$ cat src/rtl/ptp_pkg.sv
package ptp_pkg;

    localparam int SEC_W  = 32;
    localparam int SUB_W  = 32;
    localparam int ACC_W  = 32;
    localparam int ADDR_W = 3;
    localparam int DATA_W = 32;

    localparam logic [SUB_W:0] MOD_DECIMAL = 33'd1_000_000_000;
    localparam logic [SUB_W:0] MOD_BINARY  = 33'h0_8000_0000;

    localparam logic [ADDR_W-1:0] A_CTRL = 3'd0;
    localparam logic [ADDR_W-1:0] A_INC  = 3'd1;
    localparam logic [ADDR_W-1:0] A_OSEC = 3'd2;
    localparam logic [ADDR_W-1:0] A_OSUB = 3'd3;
    localparam logic [ADDR_W-1:0] A_ADD  = 3'd4;
    localparam logic [ADDR_W-1:0] A_TSEC = 3'd5;
    localparam logic [ADDR_W-1:0] A_TSUB = 3'd6;
    localparam logic [ADDR_W-1:0] A_ACT  = 3'd7;

    localparam int B_RUN  = 0;
    localparam int B_FINE = 1;
    localparam int B_DEC  = 2;
    localparam int B_LOAD = 3;
    localparam int B_STEP = 4;
    localparam int B_XFER = 5;
    localparam int B_ARM  = 6;

    typedef struct packed {
        logic [SEC_W-1:0] sec;
        logic [SUB_W-1:0] sub;
    } ptp_time_t;

    typedef struct packed {
        logic run;
        logic fine;
        logic dec;
        logic arm;
    } ctrl_t;

    typedef enum logic [1:0] {
        CMD_IDLE = 2'd0,
        CMD_LOAD = 2'd1,
        CMD_STEP = 2'd2,
        CMD_XFER = 2'd3
    } cmd_e;

    typedef struct packed {
        logic [SUB_W-1:0]  inc;
        logic [SEC_W-1:0]  osec;
        logic [SUB_W-1:0]  osub;
        logic [DATA_W-1:0] addend;
        logic [SEC_W-1:0]  tsec;
        logic [SUB_W-1:0]  tsub;
    } cfg_t;

    function automatic logic [SUB_W:0] wrap_mod(input logic dec);
        return dec ? MOD_DECIMAL : MOD_BINARY;
    endfunction

    function automatic ptp_time_t time_advance(input ptp_time_t t,
                                               input logic [SUB_W-1:0] inc,
                                               input logic dec);
        logic [SUB_W:0] s;
        logic [SUB_W:0] m;
        ptp_time_t r;
        m = wrap_mod(dec);
        s = {1'b0, t.sub} + {1'b0, inc};
        r = t;
        if (s >= m) begin
            s     = s - m;
            r.sec = t.sec + 1'b1;
        end
        r.sub = s[SUB_W-1:0];
        return r;
    endfunction

    function automatic ptp_time_t time_step(input ptp_time_t t,
                                            input logic [SEC_W-1:0] osec,
                                            input logic [SUB_W-1:0] osub,
                                            input logic dec);
        logic [SUB_W:0] s;
        logic [SUB_W:0] m;
        logic [SUB_W:0] mag;
        ptp_time_t r;
        m   = wrap_mod(dec);
        mag = {2'b00, osub[SUB_W-2:0]};
        if (!osub[SUB_W-1]) begin
            s = {1'b0, t.sub} + mag;
            if (s >= m) begin
                s     = s - m;
                r.sec = t.sec + osec + 1'b1;
            end else begin
                r.sec = t.sec + osec;
            end
        end else begin
            if ({1'b0, t.sub} >= mag) begin
                s     = {1'b0, t.sub} - mag;
                r.sec = t.sec - osec;
            end else begin
                s     = {1'b0, t.sub} + m - mag;
                r.sec = t.sec - osec - 1'b1;
            end
        end
        r.sub = s[SUB_W-1:0];
        return r;
    endfunction

    function automatic logic time_after(input ptp_time_t a, input ptp_time_t b);
        return (a.sec > b.sec) || ((a.sec == b.sec) && (a.sub > b.sub));
    endfunction

endpackage

$ cat src/rtl/ptp_regs.sv
module ptp_regs
    import ptp_pkg::*;
(
    input  logic              clk,
    input  logic              rst,
    input  logic              wr_en,
    input  logic [ADDR_W-1:0] wr_addr,
    input  logic [DATA_W-1:0] wr_data,
    input  logic [ADDR_W-1:0] rd_addr,
    input  logic              fire,
    input  logic [ACC_W-1:0]  act_addend,
    output ctrl_t             ctrl,
    output cmd_e              pend,
    output cfg_t              cfg,
    output logic [DATA_W-1:0] rd_data
);

    logic ctrl_wr;
    cmd_e req;

    assign ctrl_wr = wr_en && (wr_addr == A_CTRL);

    // Priority among command bits of a single control write
    always_comb begin
        req = CMD_IDLE;
        if (ctrl_wr) begin
            if (wr_data[B_LOAD])      req = CMD_LOAD;
            else if (wr_data[B_STEP]) req = CMD_STEP;
            else if (wr_data[B_XFER]) req = CMD_XFER;
        end
    end

    always_ff @(posedge clk) begin
        if (rst) begin
            ctrl <= '0;
            pend <= CMD_IDLE;
            cfg  <= '0;
        end else begin
            if (fire) ctrl.arm <= 1'b0;
            if (ctrl_wr) begin
                ctrl.run  <= wr_data[B_RUN];
                ctrl.fine <= wr_data[B_FINE];
                ctrl.dec  <= wr_data[B_DEC];
                ctrl.arm  <= wr_data[B_ARM];
            end
            // a pending command executes this edge; new requests wait for idle
            pend <= (pend != CMD_IDLE) ? CMD_IDLE : req;
            if (wr_en) begin
                case (wr_addr)
                    A_INC:   cfg.inc    <= wr_data;
                    A_OSEC:  cfg.osec   <= wr_data;
                    A_OSUB:  cfg.osub   <= wr_data;
                    A_ADD:   cfg.addend <= wr_data;
                    A_TSEC:  cfg.tsec   <= wr_data;
                    A_TSUB:  cfg.tsub   <= wr_data;
                    default: ;
                endcase
            end
        end
    end

    always_comb begin
        rd_data = '0;
        case (rd_addr)
            A_CTRL: begin
                rd_data[B_RUN]  = ctrl.run;
                rd_data[B_FINE] = ctrl.fine;
                rd_data[B_DEC]  = ctrl.dec;
                rd_data[B_LOAD] = (pend == CMD_LOAD);
                rd_data[B_STEP] = (pend == CMD_STEP);
                rd_data[B_XFER] = (pend == CMD_XFER);
                rd_data[B_ARM]  = ctrl.arm;
            end
            A_INC:   rd_data = cfg.inc;
            A_OSEC:  rd_data = cfg.osec;
            A_OSUB:  rd_data = cfg.osub;
            A_ADD:   rd_data = cfg.addend;
            A_TSEC:  rd_data = cfg.tsec;
            A_TSUB:  rd_data = cfg.tsub;
            default: rd_data = act_addend;
        endcase
    end

endmodule

$ cat src/rtl/ptp_time_core.sv
module ptp_time_core
    import ptp_pkg::*;
(
    input  logic             clk,
    input  logic             rst,
    input  logic             tick_en,
    input  logic             run,
    input  logic             fine,
    input  logic             dec,
    input  cmd_e             pend,
    input  logic [SUB_W-1:0] inc,
    input  logic [SEC_W-1:0] osec,
    input  logic [SUB_W-1:0] osub,
    input  logic [ACC_W-1:0] addend,
    output ptp_time_t        now,
    output logic [ACC_W-1:0] act_addend
);

    logic             tick;
    logic             hold;
    logic             bump;
    logic [ACC_W:0]   acc_sum;
    logic [ACC_W-1:0] acc;
    ptp_time_t        nxt;

    assign tick    = run && tick_en;
    assign hold    = (pend == CMD_LOAD) || (pend == CMD_STEP);
    assign acc_sum = {1'b0, acc} + {1'b0, act_addend};
    assign bump    = fine ? acc_sum[ACC_W] : 1'b1;

    always_comb begin
        nxt = now;
        case (pend)
            CMD_LOAD: begin
                nxt.sec = osec;
                nxt.sub = {1'b0, osub[SUB_W-2:0]};
            end
            CMD_STEP: nxt = time_step(now, osec, osub, dec);
            default: begin
                if (tick && bump) nxt = time_advance(now, inc, dec);
            end
        endcase
    end

    always_ff @(posedge clk) begin
        if (rst) begin
            now        <= '0;
            acc        <= '0;
            act_addend <= '0;
        end else begin
            now <= nxt;
            if (tick && !hold && fine) acc <= acc_sum[ACC_W-1:0];
            if (pend == CMD_XFER) act_addend <= addend;
        end
    end

endmodule

$ cat src/rtl/ptp_trigger.sv
module ptp_trigger
    import ptp_pkg::*;
(
    input  logic             clk,
    input  logic             rst,
    input  logic             arm,
    input  ptp_time_t        now,
    input  logic [SEC_W-1:0] tsec,
    input  logic [SUB_W-1:0] tsub,
    output logic             fire,
    output logic             irq
);

    ptp_time_t tgt;

    assign tgt.sec = tsec;
    assign tgt.sub = tsub;
    assign fire    = arm && time_after(now, tgt);

    always_ff @(posedge clk) begin
        if (rst) irq <= 1'b0;
        else     irq <= fire;
    end

endmodule

$ cat src/rtl/ptp_systime.sv
module ptp_systime
    import ptp_pkg::*;
(
    input  logic              clk,
    input  logic              rst,
    input  logic              wr_en,
    input  logic [ADDR_W-1:0] wr_addr,
    input  logic [DATA_W-1:0] wr_data,
    input  logic [ADDR_W-1:0] rd_addr,
    output logic [DATA_W-1:0] rd_data,
    input  logic              tick_en,
    output logic [SEC_W-1:0]  time_sec,
    output logic [SUB_W-1:0]  time_sub,
    output logic              irq
);

    ctrl_t            ctrl;
    cmd_e             pend;
    cfg_t             cfg;
    ptp_time_t        now;
    logic [ACC_W-1:0] act_addend;
    logic             fire;

    ptp_regs u_regs (
        .clk        (clk),
        .rst        (rst),
        .wr_en      (wr_en),
        .wr_addr    (wr_addr),
        .wr_data    (wr_data),
        .rd_addr    (rd_addr),
        .fire       (fire),
        .act_addend (act_addend),
        .ctrl       (ctrl),
        .pend       (pend),
        .cfg        (cfg),
        .rd_data    (rd_data)
    );

    ptp_time_core u_core (
        .clk        (clk),
        .rst        (rst),
        .tick_en    (tick_en),
        .run        (ctrl.run),
        .fine       (ctrl.fine),
        .dec        (ctrl.dec),
        .pend       (pend),
        .inc        (cfg.inc),
        .osec       (cfg.osec),
        .osub       (cfg.osub),
        .addend     (cfg.addend),
        .now        (now),
        .act_addend (act_addend)
    );

    ptp_trigger u_trig (
        .clk  (clk),
        .rst  (rst),
        .arm  (ctrl.arm),
        .now  (now),
        .tsec (cfg.tsec),
        .tsub (cfg.tsub),
        .fire (fire),
        .irq  (irq)
    );

    assign time_sec = now.sec;
    assign time_sub = now.sub;

endmodule

$ cat config.mk
export PLATFORM = sky130hd
export DESIGN_NAME = ptp_systime
export DESIGN_NICKNAME = d
export VERILOG_FILES = /design/src/rtl/ptp_pkg.sv /design/src/rtl/ptp_regs.sv /design/src/rtl/ptp_time_core.sv /design/src/rtl/ptp_trigger.sv /design/src/rtl/ptp_systime.sv
export SDC_FILE = /design/constraint.sdc
export NUM_CORES = 2
export LEC_CHECK = 0
export BUFFER_PORTS_ARGS = -buffer_cell sky130_fd_sc_hd__buf_2
export CAP_MARGIN = 20
export CORE_UTILIZATION = 27
export DETAILED_ROUTE_END_ITERATION = 10
export PLACE_DENSITY = 0.48
export SLEW_MARGIN = 20
export SYNTH_ARGS = -nofsm -noshare
export SYNTH_HDL_FRONTEND = slang
export SYNTH_HIERARCHICAL = 1
export SYNTH_SLANG_ARGS = --single-unit
export TNS_END_PERCENT = 10
$ cat constraint.sdc
create_clock -name clk -period 5.43 [get_ports clk]
set_input_delay 0.2715 -clock clk [delete_from_list [all_inputs] [get_ports clk]]
set_output_delay 0.2715 -clock clk [all_outputs]
set_load 0.1 [all_outputs]
; ---- After elaboration in Yosys (flattened, before gate mapping)
; Index checks and enable logic that the tools add are counted.
[op_classes]
mux = 19
n_reduce_logical = 25
add_sub_neg = 13
magnitude_cmp = 5
bitwise_logic = 1
eq_ne = 16
[op_table]
columns = op, count
row1 = 32-bit 2-to-1 mux, 9
row2 = 25-bit case mux with 7 select lines, 1
row3 = 64-bit case mux with 2 select lines, 1
row4 = 32-bit subtractor, 3
row5 = 32-bit by 32-bit adder with 33-bit output, 2
row6 = 33-bit by 32-bit greater-or-equal comparator with 1-bit output, 2
row7 = 32-bit by 1-bit adder with 32-bit output (second input constant), 2
row8 = 32-bit adder, 2
row9 = 32-bit greater-than comparator, 2
row10 = 64-bit 2-to-1 mux, 1
row11 = 32-bit by 31-bit subtractor with 32-bit output, 2
row12 = 7-bit case mux with 7 select lines, 1
row13 = 32-bit by 31-bit adder with 33-bit output, 1
row14 = 32-bit equality test, 1
row15 = 32-bit by 31-bit greater-or-equal comparator with 1-bit output, 1
row16 = 32-bit by 1-bit subtractor with 32-bit output (second input constant), 1
row17 = 3-bit equality test (second input constant), 6
row18 = 2-bit AND reduction, 7
row19 = 3-bit by 2-bit equality test with 1-bit output (second input constant), 4
row20 = 1-bit logical AND, 7
row21 = 3-bit by 1-bit equality test with 1-bit output (second input constant), 2
row22 = 3-bit zero test, 2
row23 = 3-bit nonzero test, 2
row24 = 2-bit equality test (second input constant), 2
row25 = 9 further kinds, 15
[word_totals]
word_cells = 96
in_bits = 42
output_inout_bits = 97
regBits = 327

; ---- Longest topological paths before layout
[logic_depth]
ltp_word = 6
ltp_mapped = 26
mapped_depth_nobuf = 23

; ---- Cells and area by module
; The synthesis kept the hierarchy.
[modules_own_cells]
columns = mod, seq_area_each_um2, area_each_um2, cells_per_inst, instances
row1 = ptp_time_core, 2562.5, 22258.8, 3106, 1
row2 = ptp_regs, 3963.8, 8874.8, 1137, 1
row3 = ptp_trigger, 20.0, 1715.4, 235, 1

; ---- Least setup slack after synthesis
; Ideal clock, no wire load.
[synth_path]
path_type = reg2reg
start = register u_core/now[0] (netlist name)
end = register u_core/now[19] (netlist name)
synth_period_minus_slack_ns = 6.121
path_buffers = 1
path_stages_with_launch = 23
path_slack_ns = -0.691
setup_ns = 0.134
t_arrival_ns = 5.988
required_ns = 5.296
cell_sequence = dfxtp_1 > ha_1 > fa_1 > a211oi_1 > o21a_1 > nor4_4 > o21ai_0 > a31oi_1 > a21o_1 > a21oi_1 > xnor2_1 > ha_1 > a21oi_1 > nand2b_1 > or4_1 > a21o_1 > o2111a_1 > nor4_4 > nor2_2 > buf_6 > mux2_4 > a222oi_1 > o22ai_1
[synth_via]
elab_chain_cells = 5
word_cells_on_any_way = 16
cone_classes = add/sub: 7 / order compare: 3 / mux: 6
[synth_rtl]
columns = item, line
row1 = "32-bit by 32-bit adder with 33-bit output, or another cell as far along", ptp_pkg.sv:68  ; s = {1'b0, t.sub} + {1'b0, inc};
row2 = "32-bit subtractor, or another cell as far along", ptp_pkg.sv:71  ; s = s - m;
row3 = 32-bit 2-to-1 mux (on tied branches), "ptp_pkg.sv:70, ptp_pkg.sv:90, ptp_pkg.sv:97"
row4 = 64-bit 2-to-1 mux or 32-bit 2-to-1 mux (tied branches), "ptp_time_core.sv:40, ptp_pkg.sv:88"
row5 = 64-bit case mux with 2 select lines (*), ptp_time_core.sv:33  ; case (pend)
; Mark *: on every way between the ends. The rest lies on a longest branch, timed or not. The select of a mux whose other input is x is not followed.
; A chain may end at the register's enable or synchronous reset.

; ---- Worst setup path after layout
[layout_path]
start = register u_core/now[0] (netlist name)
end = register u_core/now[14] (netlist name)
[layout_via]
elab_chain_cells = 5
word_cells_on_any_way = 16
cone_classes = add/sub: 7 / order compare: 3 / mux: 6
[layout_rtl]
columns = item, line
row1 = "32-bit by 32-bit adder with 33-bit output, or another cell as far along", ptp_pkg.sv:68
row2 = "32-bit subtractor, or another cell as far along", ptp_pkg.sv:71
row3 = 32-bit 2-to-1 mux (on tied branches), "ptp_pkg.sv:70, ptp_pkg.sv:90, ptp_pkg.sv:97"
row4 = 64-bit 2-to-1 mux or 32-bit 2-to-1 mux (tied branches), "ptp_time_core.sv:40, ptp_pkg.sv:88"
row5 = 64-bit case mux with 2 select lines (*), ptp_time_core.sv:33
; Marks and branches as above.

==> metrics <==
antenna violations before repair 4; Die H roughly 350 µm; CP endpoint kind flip-flop; routability cong. 0.959; GRT overflow 0; total vias in the final route 35562; post-route ant nets 0; chip width 351 µm; WL met1 72100 µm; Pint 5.05 mW; final core utilization between 30% and 40%; TritonCTS clock tree done; 1st-iter DRT viols 3571; WL/cell 24.5 µm; Yosys reg bits around 330; commonest non-fill, non-tap cells in the layout nand2_1, a21oi_1, buf_4; CTS root buffer clkbuf_16; Setup violations, final 0; EDFF count, synth 0; Power, Total 8.12 mW; CTS H-tree lvls 2; largest net degree at the start of global routing 75; synth-to-layout area growth 20.7%; Combinational Power Share between 30% and 40%; Total GRT Usage around 25%; Reg2Reg Setup Slack 20 ps; Rel. slew slack 29.0%; Pleak around 16 nW; max-slew violations 0; first-pass GRT wire length 227000 µm; most used cell along the critical path buf_4; final setup TNS 0 ps; Core Box Area 120000 µm²; DRT Pass-1 Iters 8; share of the synthesized area in the top cell type 19.9%; Power Dens Cells 205 nW/µm²; clock-pin transition on the worst setup and hold timing paths 60 ps; total clock sinks 327; hold path depth 3; kind of start point of the critical path flip-flop; fin crit share 99.6%; Top FF cell, synth dfxtp_1; crit path kind reg2reg; clock buffer depth 3; synthesized net count 4867; Site Rows 127; status finished, final reports clean; Switching Fraction 37.8%; dominant cell type by area after synthesis dfxtp_1; syn_area_per_cell 7.34 µm²; # DRC 0; post-placement setup slack -230 ps; P_sw 3.06 mW; commonest non-fill, non-tap cell in the layout nand2_1; port bufs 138; Req. time, crit path approximately 5900 ps; Mapped Area around 33000 µm²; clock share of power 33.7%; hold crit path type in2reg; maximum vdd drop 0.000222 V; f_max 0.185 GHz; Fin. Hold Viols 0; Initial Utilization a little over a quarter; min cycle time layout 5410 ps; CP Max Fanout 4; final setup margin 23.8 ps; Ports 139; R2R cell count 27; Final nets 5224; met3 WL between 10000 and 15000 µm; Routed met2 length between 60000 and 70000 µm; skew final roughly 18 ps; die area 123000 µm²; CTS Buf Count 39; register area share after synthesis 19.9%; Synth Instances 4478; hold_ws 47.1 ps; Yosys cell types between 100 and 150; Yosys warning count 6; Flop pwr share 30.7%; vias in the first global route 32918; Worst Path Arrival 5840 ps; unrepaired setup endpoints after global routing yes; Slew @ Worst Pin 1060 ps; Max-Cap Viols 0; FFs w/ async S/R, synth 0%; max incr delay on CP 370 ps; via density per instance 5.49; largest cells by area after synthesis dfxtp_1, ha_1, a21oi_1; Post-Route WL 159000 µm; CP max stage cell fa_2; Clock Latency Late Sink between 500 and 600 ps; top sig layer met5; layout cells sized above 1 16.7%; DP HPWL 126000 µm
## state kept, by name, summed over array words and instances, names as in the netlist
signal,flops
u_regs/ctrl,4
u_trig/irq,1
u_core/acc,32
u_regs/cfg,192
u_core/act_addend,32
u_core/now,64
u_regs/pend,2
## cell families (layout without fill, tap and decap cells)
kind of cell | count (synthesis) | in the layout | share of synthesized area [%]
and+or+nand+nor | 1537 | 1537 | 22.0
AOI/OAI and AO/OA | 1323 | 1323 | 26.1
buffers and inverters | 538 | 923 | 6.57
adders and majority gates | 347 | 347 | 13.9
DFF | 327 | 327 | 19.9
xor gates and xnor gates | 288 | 288 | 7.68
muxes | 118 | 118 | 3.87
other | 0 | 2 | 0
## Yosys cell counts (17+ instances only)
| library cell | instances |
|---|---|
| a211oi_1 | 61 |
| a21o_1 | 66 |
| a21oi_1 | 536 |
| a221oi_1 | 43 |
| a311oi_1 | 17 |
| a31oi_1 | 46 |
| a32o_1 | 17 |
| and2_1 | 26 |
| and3_1 | 34 |
| buf_2 | 44 |
| clkbuf_1 | 163 |
| dfxtp_1 | 327 |
| fa_1 | 29 |
| ha_1 | 318 |
| inv_1 | 293 |
| mux2_2 | 23 |
| mux2i_1 | 87 |
| nand2_1 | 690 |
| nand2b_1 | 46 |
| nand3_1 | 84 |
| nand4_1 | 48 |
| nor2_1 | 297 |
| nor2b_1 | 43 |
| nor3_1 | 94 |
| nor4_1 | 31 |
| o211ai_1 | 37 |
| o21a_1 | 31 |
| o21ai_0 | 179 |
| o21bai_1 | 44 |
| o31ai_1 | 26 |
| o32a_1 | 18 |
| or2_2 | 21 |
| or3_1 | 27 |
| xnor2_1 | 212 |
| xor2_1 | 76 |
## cell type report
class / instances / area [µm²]
inverter: 297 / 1110
tap: 1612 / 2020
timing repair buffer: 557 / 4000
antenna: 2 / 5.00
multi-input combinational: 3613 / 24700
sequential: 327 / 6590
clock buffer: 51 / 1080
clock inverter: 18 / 189
fill: 12946 / 80600
## what timing repair did
| action | CTS | global route |
|---|---|---|
| resized for setup | 19 | 80 |
| hold buffers | 2 | 0 |
| setup endpoints to repair | 45 | 55 |
| gates cloned | 0 | 3 |
| setup buffers | 3 | 8 |
| pin swaps | 10 | 49 |
| endpoints found under the hold margin | 4 | 0 |
## metal layers
metal / track usage (%) / vias up
met5: 0 / -
met4: 10.2 / 2
met3: 2.46 / 240
met2: 38.4 / 1399
met1: 34.9 / 17210
li1: - / 16711
## power by group through the flow
stage | registers, mW | logic [mW] | clock network, mW
after CTS | 2.49 | 2.81 | 2.79
after floorplan | 2.60 | 1.73 | 0
after detailed placement | 2.55 | 2.78 | 0
after global placement | 2.55 | 2.79 | 0
after global routing | 2.50 | 3.07 | 2.86
final | 2.49 | 2.88 | 2.74
## path summary, 6_finish.rpt
path                  startpoint         endpoint
setup / recovery   u_core/now[0]   u_core/now[14]
hold / removal       wr_data[26]  u_regs/cfg[122]
setup reg to reg   u_core/now[0]   u_core/now[14]
hold reg to reg   u_core/acc[27]   u_core/acc[27]
## stage by stage
| step | cells | instance area [µm²] |
|---|---|---|
| after global placement | 6392 | 37800 |
| after detailed placement | 6392 | 37800 |
| after global routing | 6475 | 39600 |
| after floorplan | 4478 | 32900 |
| final | 6477 | 39700 |
| after CTS | 6466 | 39200 |
## critical path, delay by kind of cell, from the launching register on
family / cells / cell delay (ps)
AND/OR/NAND/NOR: 9 / 1230
adder cells (fa/ha/maj): 3 / 840
XOR/XNOR: 1 / 130
multiplexers: 1 / 330
buffers and inverters: 4 / 610
flip-flops: 1 / 360
AO/OA/AOI/OAI: 9 / 1740
(Power assumes the default switching activity.)
